## config.mk

```make
export PLATFORM = sky130hd
export DESIGN_NAME = dbg_scan_access
export DESIGN_NICKNAME = d
export VERILOG_FILES = /design/src/rtl/dbg_scan_pkg.sv /design/src/rtl/dbg_match_unit.sv /design/src/rtl/dbg_reg_bank.sv /design/src/rtl/dbg_scan_chain.sv /design/src/rtl/dbg_scan_access.sv
export SDC_FILE = /design/constraint.sdc
export NUM_CORES = 1
export LEC_CHECK = 0
export BUFFER_PORTS_ARGS = -buffer_cell sky130_fd_sc_hd__clkbuf_2
export CAP_MARGIN = 20
export CORE_UTILIZATION = 40
export CTS_BUF_LIST = sky130_fd_sc_hd__clkbuf_16
export CTS_CLUSTER_DIAMETER = 100
export DETAILED_ROUTE_END_ITERATION = 12
export SYNTH_ARGS = -nofsm -noshare
export SYNTH_HDL_FRONTEND = slang
export SYNTH_SLANG_ARGS = --single-unit
```

## constraint.sdc

```tcl
create_clock -name clk -period 2.3 [get_ports clk]
set_input_delay 0.345 -clock clk [delete_from_list [all_inputs] [get_ports clk]]
set_output_delay 0.345 -clock clk [all_outputs]
set_load 0.02 [all_outputs]
```

## src/rtl/dbg_scan_pkg.sv

```systemverilog
package dbg_scan_pkg;

    localparam int DATA_W    = 32;
    localparam int ADDR_W    = 5;
    localparam int FRAME_W   = DATA_W + ADDR_W + 1;
    localparam int UNIT_REGS = 6;

    typedef logic [DATA_W-1:0] word_t;
    typedef logic [ADDR_W-1:0] addr_t;

    typedef enum logic {
        DIR_READ  = 1'b0,
        DIR_WRITE = 1'b1
    } dir_e;

    // Packed layout matches the serial order: data lowest, direction highest.
    typedef struct packed {
        dir_e  dir;
        addr_t addr;
        word_t data;
    } frame_t;

    typedef struct packed {
        logic  en;
        addr_t addr;
        word_t data;
    } wr_req_t;

    typedef struct packed {
        logic  en;
        addr_t addr;
    } rd_req_t;

    localparam addr_t ADDR_CTRL    = 5'h00;
    localparam addr_t ADDR_STATUS  = 5'h04;
    localparam addr_t ADDR_MAILBOX = 5'h05;

    // Unit u occupies the eight-word slot starting at 8*(u+1), first six used.
    function automatic logic unit_hit(addr_t a, int u);
        return (a[4:3] == 2'(u + 1)) && (a[2:0] < 3'(UNIT_REGS));
    endfunction

    function automatic logic is_mapped(addr_t a, int n_units);
        logic hit;
        hit = (a == ADDR_CTRL) || (a == ADDR_STATUS) || (a == ADDR_MAILBOX);
        for (int u = 0; u < n_units; u++) begin
            hit = hit | unit_hit(a, u);
        end
        return hit;
    endfunction

endpackage

```

## src/rtl/dbg_match_unit.sv

```systemverilog
module dbg_match_unit
    import dbg_scan_pkg::*;
#(
    parameter int NARROW_W = 9
) (
    input  logic        clk,
    input  logic        rst,
    input  logic        wr_en,
    input  logic [2:0]  wr_off,
    input  word_t       wr_data,
    input  logic [2:0]  rd_off,
    output word_t       rd_word
);

    localparam int WIDE_SLOTS = 4;

    word_t words [UNIT_REGS];

    for (genvar k = 0; k < UNIT_REGS; k++) begin : g_slot
        localparam int W = (k >= WIDE_SLOTS) ? NARROW_W : DATA_W;
        logic [W-1:0] q;

        always_ff @(posedge clk) begin
            if (rst) begin
                q <= '0;
            end else if (wr_en && (wr_off == 3'(k))) begin
                q <= wr_data[W-1:0];
            end
        end

        assign words[k] = DATA_W'(q);
    end

    always_comb begin
        rd_word = '0;
        if (rd_off < 3'(UNIT_REGS)) begin
            rd_word = words[rd_off];
        end
    end

endmodule

```

## src/rtl/dbg_reg_bank.sv

```systemverilog
module dbg_reg_bank
    import dbg_scan_pkg::*;
#(
    parameter int         NUM_UNITS = 2,
    parameter int         CTRL_W    = 6,
    parameter int         MCTRL_W   = 9,
    parameter int         CNT_W     = 8,
    parameter logic [3:0] VERSION   = 4'h6
) (
    input  logic             clk,
    input  logic             rst,
    input  wr_req_t          wr_req,
    input  rd_req_t          rd_req,
    output word_t            rd_data,
    output logic [CNT_W-1:0] side_cnt
);

    localparam int VER_W = 4;

    logic [CTRL_W-1:0] ctrl_q;
    word_t             mbox_q;
    logic [CNT_W-1:0]  cnt_q;
    word_t             unit_word [NUM_UNITS];
    word_t             unit_or;
    word_t             status_w;

    for (genvar u = 0; u < NUM_UNITS; u++) begin : g_unit
        dbg_match_unit #(
            .NARROW_W (MCTRL_W)
        ) u_unit (
            .clk     (clk),
            .rst     (rst),
            .wr_en   (wr_req.en && unit_hit(wr_req.addr, u)),
            .wr_off  (wr_req.addr[2:0]),
            .wr_data (wr_req.data),
            .rd_off  (rd_req.addr[2:0]),
            .rd_word (unit_word[u])
        );
    end

    always_ff @(posedge clk) begin
        if (rst) begin
            ctrl_q <= '0;
            mbox_q <= '0;
            cnt_q  <= '0;
        end else begin
            if (rd_req.en && (rd_req.addr == ADDR_MAILBOX)) begin
                mbox_q <= '0;
                cnt_q  <= cnt_q + 1'b1;
            end
            if (wr_req.en) begin
                case (wr_req.addr)
                    ADDR_CTRL:    ctrl_q <= wr_req.data[CTRL_W-1:0];
                    ADDR_MAILBOX: mbox_q <= wr_req.data;
                    default:      ;
                endcase
            end
        end
    end

    always_comb begin
        unit_or = '0;
        for (int u = 0; u < NUM_UNITS; u++) begin
            if (unit_hit(rd_req.addr, u)) begin
                unit_or = unit_or | unit_word[u];
            end
        end
    end

    always_comb begin
        status_w = '0;
        status_w[DATA_W-1 -: VER_W] = VERSION;
        status_w[CNT_W-1:0]         = cnt_q;
    end

    always_comb begin
        case (rd_req.addr)
            ADDR_CTRL:    rd_data = DATA_W'(ctrl_q);
            ADDR_STATUS:  rd_data = status_w;
            ADDR_MAILBOX: rd_data = mbox_q;
            default:      rd_data = unit_or;
        endcase
    end

    assign side_cnt = cnt_q;

endmodule

```

## src/rtl/dbg_scan_chain.sv

```systemverilog
module dbg_scan_chain
    import dbg_scan_pkg::*;
(
    input  logic    clk,
    input  logic    rst,
    input  logic    tdi,
    input  logic    capture_en,
    input  logic    shift_en,
    input  logic    update_en,
    input  word_t   rd_data,
    output logic    tdo,
    output wr_req_t wr_req,
    output rd_req_t rd_req
);

    frame_t  sr;
    addr_t   sel_addr;
    logic    rd_pending;
    wr_req_t wr_q;

    // The bank is read only when the last updated frame asked for it.
    assign rd_req = '{en: capture_en && rd_pending, addr: sel_addr};

    always_ff @(posedge clk) begin
        if (rst) begin
            sr <= '0;
        end else if (capture_en) begin
            sr <= '{dir: DIR_READ, addr: '0, data: (rd_pending ? rd_data : '0)};
        end else if (shift_en) begin
            sr <= frame_t'({tdi, sr[FRAME_W-1:1]});
        end
    end

    always_ff @(posedge clk) begin
        if (rst) begin
            sel_addr   <= '0;
            rd_pending <= 1'b0;
            wr_q       <= '0;
        end else begin
            wr_q.en <= 1'b0;
            if (update_en) begin
                sel_addr   <= sr.addr;
                rd_pending <= (sr.dir == DIR_READ);
                if (sr.dir == DIR_WRITE) begin
                    wr_q <= '{en: 1'b1, addr: sr.addr, data: sr.data};
                end
            end
        end
    end

    assign wr_req = wr_q;
    assign tdo    = sr[0];

endmodule

```

## src/rtl/dbg_scan_access.sv

```systemverilog
module dbg_scan_access
    import dbg_scan_pkg::*;
#(
    parameter int         NUM_UNITS = 2,
    parameter int         CTRL_W    = 6,
    parameter int         MCTRL_W   = 9,
    parameter int         CNT_W     = 8,
    parameter logic [3:0] VERSION   = 4'h6
) (
    input  logic clk,
    input  logic rst,
    input  logic tdi,
    input  logic capture_en,
    input  logic shift_en,
    input  logic update_en,
    output logic tdo
);

    wr_req_t          wr_req;
    rd_req_t          rd_req;
    word_t            rd_data;
    logic [CNT_W-1:0] side_cnt;

    dbg_scan_chain u_chain (
        .clk        (clk),
        .rst        (rst),
        .tdi        (tdi),
        .capture_en (capture_en),
        .shift_en   (shift_en),
        .update_en  (update_en),
        .rd_data    (rd_data),
        .tdo        (tdo),
        .wr_req     (wr_req),
        .rd_req     (rd_req)
    );

    dbg_reg_bank #(
        .NUM_UNITS (NUM_UNITS),
        .CTRL_W    (CTRL_W),
        .MCTRL_W   (MCTRL_W),
        .CNT_W     (CNT_W),
        .VERSION   (VERSION)
    ) u_bank (
        .clk      (clk),
        .rst      (rst),
        .wr_req   (wr_req),
        .rd_req   (rd_req),
        .rd_data  (rd_data),
        .side_cnt (side_cnt)
    );

endmodule

```

==> results of run 1 <==
[critical path, cell delays in order, from the launching register on]
cell,delay (ns)
dfxtp_4,0.51
buf_4,0.43
mux2i_1,0.29
o22ai_1,0.16
a211oi_1,0.49
o211ai_1,0.14
[placed cells by master (no fill, tap or decap), types with 3 or more instances in the layout]
master	netlist	layout
o22ai_1	15	15
nor3_1	8	7
a22o_1	37	37
o22a_1	5	5
clkbuf_16	0	46
buf_4	1	40
o221ai_1	23	23
clkinv_4	0	3
a211oi_1	7	7
mux2i_1	106	106
nand3b_1	5	5
clkinv_2	0	3
mux4_2	53	53
nor2_1	59	56
nand2_1	595	595
clkbuf_2	0	5
inv_1	4	13
dfxtp_1	420	417
mux2_2	7	7
nor2_4	0	3
nand3_1	38	38
o211ai_1	12	12
nor2b_2	0	3
xnor2_1	3	3
nor4_1	3	3
buf_12	0	20
or2_2	9	9
nor2b_1	7	4
clkinv_1	0	11
a22oi_1	23	23
o21ai_0	34	34
nand2b_1	9	8
and2_1	11	10
a21oi_1	315	314
nor3b_1	4	4
[final cells by class]
cell class	count	area, um^2	area share, %
tap	585	732	3.73
sequential	420	8420	42.9
inverter	4	15.0	0.0765
multi-input combinational	1412	8330	42.5
timing repair buffer	66	741	3.78
clock buffer	46	1150	5.87
clock inverter	33	229	1.17
[layer usage]
layer	vias to the layer above	track usage, %	part of all wire, %
li1	6809	-	-
met4	0	8.57	2.9
met3	101	3.18	5.9
met1	7012	31.2	45
met2	437	37.9	47
met5	-	0	0
[path summary, 6_finish.rpt]
| check | startpoint | to | cells past startpoint |
|---|---|---|---|
| worst max-delay path | u_chain.sel_addr[0] | u_chain.sr[3] | 5 |
| worst min-delay path | tdi | u_chain.sr[37] | 3 |
| worst max register to register | u_chain.sel_addr[0] | u_chain.sr[3] | 5 |
| worst min register to register | u_bank.g_unit[0].u_unit.g_slot[3].q[17] | u_bank.g_unit[0].u_unit.g_slot[3].q[17] | 2 |
[kinds of logic (layout without fill, tap and decap cells)]
group / after synthesis / in the layout / share of synthesized area [%]
XOR/XNOR: 4 / 4 / 0.200
multiplexers: 166 / 166 / 13.3
AND/OR/NAND/NOR: 758 / 758 / 17.6
buffers and inverters: 206 / 149 / 4.65
flip-flops: 420 / 420 / 48.0
adder cells (fa/ha/maj): 1 / 1 / 0.0715
AO/OA/AOI/OAI: 483 / 483 / 16.1
[power breakdown]
| part | switching (uW) | internal [uW] |
|---|---|---|
| Combinational | 186 | 45.8 |
| Sequential | 4.98 | 7280 |
| Clock | 3030 | 3860 |
[state kept, by name, indices dropped and copies added, names as in the netlist]
register / cells
u_chain.sr: 37
u_bank.side_cnt: 8
u_bank.g_unit.u_unit.g_slot.q: 292
u_chain.sel_addr: 5
u_bank.mbox_q: 32
u_chain.wr_req: 38
u_chain.rd_pending: 1
u_chain.tdo: 1
u_bank.ctrl_q: 6
[per-stage QoR]
stage	total power, uW	cell area, um^2	hold slack, ns	utilization (%)
finish	14400	19600	0.0245	45.5
global placement	7670	18200	0.438	42.3
CTS	14500	19600	0.0149	45.5
floorplan	7600	17500	0.432	-
detailed placement	7670	18200	0.445	42.3
global route	14800	19600	0.0560	45.5
==> flow_summary.ini, run 1 <==
[floorplan]
start_util_pct = 40.6
core_um2 = 43100
die_x_um = 211
dieArea_um2 = 44600
die_height_um = 211
rows = 76
io_pins = 7

[setup_path]
crit_arrival_ns = 2.63
worstSetupPathType = reg -> reg
crit_path_max_fanout = 23
start_kind = flop
cp-end-kind = flop
cp.required_ns = 2.75
rrSetupSlack_ns = 0.12

[flow_run]
max_cap_violations = 0

[cts]
cts.repair.resized = 0
clk_pin_slew_worst_paths_ns = 0.06
post_cts_buffers = 0
cts_tree = built
cts_made_buffers = 45
clk_latency_ns = 0.58
htree_levels = 2
ctsHoldBuffers = 0
root_buffer = clkbuf_16
clk_path_buf_depth = 3
cts_sinks = 420

[place]
gp_congestion = 0.850
place_ws_ns = 0.142
dp_cells = 2487
hpwlAfterDp_um = 29300
io_buffers = 6

[logic_synthesis]
synth_top_flop_cell = dfxtp_1
yosysWarnings = 0
synth.most_common_cell = nand2_1
synth_edf_count = 0
seq_area_frac_synth_pct = 48.0
synth.avg_cell_area_um2 = 8.59
syn-num-nets = 2045
synth_area_um2 = 17500
synth_seq_cells = 420
synth_cell_type_count = 48
async_reset_ff_share_pct = 0
postSynthCellCount = 2038
ys_top_cells_by_count = 595 x nand2_1, 420 x dfxtp_1, 315 x a21oi_1, 178 x clkbuf_1, 106 x mux2i_1
yosys.area.top_type_share_pct = 48.0
netlist_top_cells_area = dfxtp_1 48%, nand2_1 13%, a21oi_1 9.0%
synth_top_cell_by_area = dfxtp_1

[global_routing]
globalRouteTotalUtil_pct = 23.2
antenna_found_initial = 0
overflow = 0
grt_pass1_wl_um = 80700
grt_max_degree = 192
grt_pass1_vias = 14000

[sta]
slew_viol_final = 0
tightest_slew_ns = 0.940
period_needed_ns = 2.18
worst_slack_ns = 0.122
setup-tns-final_ns = 0
rsz0062_at_grt = no
max_freq_mhz = 459
relSlewSlack_pct = 37.3
fin_skew_ns = 0.0221
post-route-period-util_pct = 94.7
setup_viol = 0
finalHoldViolations = 0

[routing]
viasPerCell = 5.60
num_vias = 14400
routed_wl_um = 51500
ant_nets = 0
dr.pass1.iters = 5
routedWlPerCell_um = 20.1
drc = 0
drt_iter0_drc = 1261

[hold_path]
hp-class = in -> reg

[run_status]
outcome = completed

[power_and_ir_drop]
p_leak_uw = 0.00634
ir_drop_uv = 457
power_density_nw_per_um2 = 734

[finish]
fin_nets = 1956
syn2layout_area_growth_pct = 12.1
fillCellCount = 4120
fin_cells = 2566
diodes = 0
drive_above_1_share_pct = 10.6
(Power assumes the default switching activity.)
==> run 2: changes to the inputs <==
CORE_UTILIZATION = 44   (was 40)
==> flow_summary.ini, run 2 (synthesis results as in run 1) <==
[finish]
fin_nets = 1959
largest_register_ffs = 292
fillCellCount = 3688
final_common_cell = nand2_1
drive_above_1_share_pct = 10.5
diodes = 0
top_register = u_bank.g_unit.u_unit.g_slot.q
final_cell_mix = 595 x nand2_1, 417 x dfxtp_1, 314 x a21oi_1
syn2layout_area_growth_pct = 11.1
fin_cells = 2505

[cts]
post_cts_buffers = 0
cts_sinks = 420
root_buffer = clkbuf_16
ctsHoldBuffers = 0
cts_made_buffers = 45
htree_levels = 2
cts.repair.resized = 0
clk_pin_slew_worst_paths_ns = 0.06
cts_tree = built
clk_latency_ns = 0.59
clk_path_buf_depth = 3

[power_and_ir_drop]
power_density_nw_per_um2 = 740
p_comb_share_pct = 1.6
internal_power_uw = 11200
ir_drop_uv = 481
clkPwrFrac_pct = 47.8
power_uw = 14400
p_sw_share_pct = 22.1
p_seq_share_pct = 50.6
p_leak_uw = 0.00635
switchingPower_uw = 3190

[hold_path]
hp-start = tdi
hold-path-cell-count = 3
min_to = u_chain.sr[37]
hp-class = in -> reg

[setup_path]
rr_worst_depth = 5
worstPathCellList = buf_4 > mux2i_1 > o22ai_1 > a211oi_1 > o211ai_1
reg2reg_to = u_chain.sr[3]
slowest_delay_ns = 0.53
worstSetupPathType = reg -> reg
cp_num_buf_inv = 1
cp_top_family = compound AO/OA/AOI/OAI gates
start_kind = flop
cpMaxStageDelayCell = a211oi_1
cp.required_ns = 2.72
worstReg2RegStart = u_chain.sel_addr[0]
crit_path_max_fanout = 23
crit_arrival_ns = 2.52
cp-end-kind = flop
rrSetupSlack_ns = 0.20

[place]
gp_congestion = 0.847
dp_cells = 2423
hpwlAfterDp_um = 29200
io_buffers = 6

[global_routing]
grt_pass1_vias = 13900
grt_pass1_wl_um = 80400
grt_max_degree = 149
antenna_found_initial = 0
overflow = 0
globalRouteTotalUtil_pct = 25.2

[sta]
relSlewSlack_pct = 45.5
whs_ns = 0.0247
max_freq_mhz = 476
slew_viol_final = 0
setup-tns-final_ns = 0
finalHoldViolations = 0
rsz0062_at_grt = no
post-route-period-util_pct = 91.4
setup_viol = 0
tightest_slew_ns = 0.817
period_needed_ns = 2.10
fin_skew_ns = 0.0300

[floorplan]
die_x_um = 201
dieArea_um2 = 40600
start_util_pct = 45.0
core_um2 = 38900
io_pins = 7
rows = 72
die_height_um = 201

[routing]
drt_iter0_drc = 1285
viasPerCell = 5.80
num_vias = 14500
drc = 0
routed_wl_um = 51000
routedWlPerCell_um = 20.4
ant_nets = 0
dr.pass1.iters = 5

[flow_run]
max_cap_violations = 0

[run_status]
outcome = completed
run 2: area by class of cell:
| class | count | area, um^2 | area share [%] |
|---|---|---|---|
| clock buffers | 45 | 1130 | 5.79 |
| clock inverters | 37 | 254 | 1.31 |
| inverters | 4 | 15.0 | 0.0772 |
| multi-input cells | 1412 | 8330 | 42.9 |
| flip-flops and latches | 420 | 8420 | 43.3 |
| well taps | 518 | 648 | 3.33 |
| repair buffers | 69 | 651 | 3.35 |
run 2: per-layer routing:
metal,wire [um],global-route usage [%],vias up
li1,-,-,6823
met1,22100,34.3,7047
met2,23600,40.9,573
met3,4330,5.10,75
met4,951,6.39,0
met5,0,0,-
run 2: how the worst max path moves through the flow:
stage                                   start                  to  cells past startpoint
after global routing      u_chain.sel_addr[0]       u_chain.sr[1]                      5
after global placement    u_chain.sel_addr[0]       u_chain.sr[3]                      5
after detailed placement  u_chain.sel_addr[0]       u_chain.sr[1]                      5
final                     u_chain.sel_addr[0]       u_chain.sr[3]                      5
after CTS                 u_chain.sel_addr[0]       u_chain.sr[1]                      5
after floorplan           u_chain.sel_addr[3]  u_bank.side_cnt[6]                      7
run 2: power groups by stage:
stage | logic (uW) | clock network, uW | registers (uW)
6_report | 237 | 6880 | 7280
3_5_place_dp | 234 | 0 | 7440
2_1_floorplan | 155 | 0 | 7440
3_3_place_gp | 231 | 0 | 7440
4_1_cts | 234 | 6970 | 7280
5_1_grt | 250 | 7290 | 7280
run 2: worst reg2reg max path: stages (launching register included):
cell and delay, ns:
dfxtp_4 0.44, buf_4 0.39, mux2i_1 0.26, o22ai_1 0.16, a211oi_1 0.53, o211ai_1 0.17
run 2: stage by stage:
step / instance area (um^2) / setup WS (ns) / utilization [%]
6_report: 19400 / 0.199 / 50.0
4_1_cts: 19400 / 0.282 / 50.0
5_1_grt: 19400 / 0.158 / 50.0
3_3_place_gp: 18100 / 0.355 / 46.4
3_5_place_dp: 18100 / 0.316 / 46.4
2_1_floorplan: 17500 / 0.366 / -
==> run 3: changes to the inputs <==
BUFFER_PORTS_ARGS = default   (was -buffer_cell sky130_fd_sc_hd__clkbuf_2)
DONT_BUFFER_PORTS = 1   (was default)
==> flow_summary.ini, run 3 (synthesis results as in run 1) <==
[cts]
clk_latency_ns = 0.58
htree_levels = 2
cts_made_buffers = 46
cts_tree = built
clk_path_buf_depth = 3
clk_pin_slew_worst_paths_ns = 0.06
root_buffer = clkbuf_16
cts_sinks = 420

[floorplan]
dieArea_um2 = 40600
start_util_pct = 45.0
die_x_um = 201
die_height_um = 201
core_um2 = 38900
io_pins = 7
rows = 72

[setup_path]
crit_path_max_fanout = 32
start_kind = flop
cp-end-kind = flop
rrSetupSlack_ns = 0.06
worstSetupPathType = reg -> reg
cp.required_ns = 2.82
crit_arrival_ns = 2.76

[place]
hpwlAfterDp_um = 29300
gp_congestion = 0.817
dp_cells = 2417
place_ws_ns = 0.299
io_buffers = 0
dpl-instance-area_um2 = 18000

[finish]
fin_area_um2 = 21700
final_common_cell = nand2_1
fin_cells = 2725
register_area_um2 = 8420
top_register = u_bank.g_unit.u_unit.g_slot.q
final_util_pct = 55.8
fillCellCount = 3470
final_cell_mix = 595 x nand2_1, 416 x dfxtp_1, 314 x a21oi_1
syn2layout_area_growth_pct = 24.1
fin_nets = 2179
multi_input_area_um2 = 8360
diodes = 0
drive_above_1_share_pct = 9.70
largest_register_ffs = 292

[routing]
viasPerCell = 5.75
drt_iter0_drc = 1502
routedWlPerCell_um = 20.7
ant_nets = 0
dr.pass1.iters = 5
routed_wl_um = 56300
num_vias = 15700
drc = 0

[sta]
finalHoldViolations = 0
whs_ns = 0.00639
setup_viol = 0
worst_slack_ns = 0.0586
fin_skew_ns = 0.0227
post-route-period-util_pct = 97.5
max_freq_mhz = 446
period_needed_ns = 2.24
slew_viol_final = 0
relSlewSlack_pct = 38.4
tightest_slew_ns = 0.921

[global_routing]
grt_max_degree = 351
globalRouteTotalUtil_pct = 27.2
grt_pass1_vias = 15400
overflow = 0
antenna_found_initial = 0
grt_pass1_wl_um = 87000

[flow_run]
max_cap_violations = 0

[run_status]
outcome = completed

[power_and_ir_drop]
power_density_nw_per_um2 = 659
ir_drop_uv = 421
p_leak_uw = 0.00790

[hold_path]
hp-class = in -> reg
==> run 3: critical path: stages (launching register included) <==
cell and delay [ns]:
dfxtp_1 0.45, nor3b_2 0.37, and2_1 0.23, buf_12 0.26
nand2_1 0.09, a21oi_1 0.18, dlygate4sd3_1 0.59
==> run 3: layout make-up <==
type / instances / share of cell area [%]
clock inverters: 35 / 0.818
flip-flops and latches: 420 / 38.8
clock buffers: 48 / 5.53
multi-input cells: 1412 / 38.5
repair buffers: 288 / 13.3
well taps: 518 / 2.98
inverters: 4 / 0.0691
==> run 3: final timing paths <==
| kind | from | end | cells after the start |
|---|---|---|---|
| worst max-delay path | u_chain.wr_req[32] | u_bank.g_unit[0].u_unit.g_slot[1].q[18] | 6 |
| worst max register to register | u_chain.wr_req[32] | u_bank.g_unit[0].u_unit.g_slot[1].q[18] | 6 |
| worst min-delay path | rst | u_bank.mbox_q[14] | 1 |
| worst min register to register | u_bank.g_unit[0].u_unit.g_slot[2].q[7] | u_bank.g_unit[0].u_unit.g_slot[2].q[7] | 2 |
==> run 3: power breakdown <==
part	total, uW	switching (uW)	internal (uW)
clock network	6860	3000	3860
logic	163	116	47.0
registers	7280	5.77	7280
total	14300	3120	11200
==> run 3: per-stage QoR <==
stage	setup TNS [ns]	total power, uW
6_report	0	14300
5_1_grt	-0.0154	14700
4_1_cts	0	14300
3_5_place_dp	0	7530
3_3_place_gp	0	7530
2_1_floorplan	0	7600
==> run 3: timing repair <==
action / 4_1_cts / 5_1_grt
gates resized for setup: 0 / 11
endpoints found under the setup margin: 0 / 102
setup buffers: 0 / 3
endpoints found under the hold margin: 354 / 19
hold buffers: 215 / 7
==> run 3: metal layers <==
layer,part of all wire (%),GRT usage [%]
met1,42,36.4
met5,0,0
met3,8.4,4.39
met4,2.6,9.31
met2,47,44.5
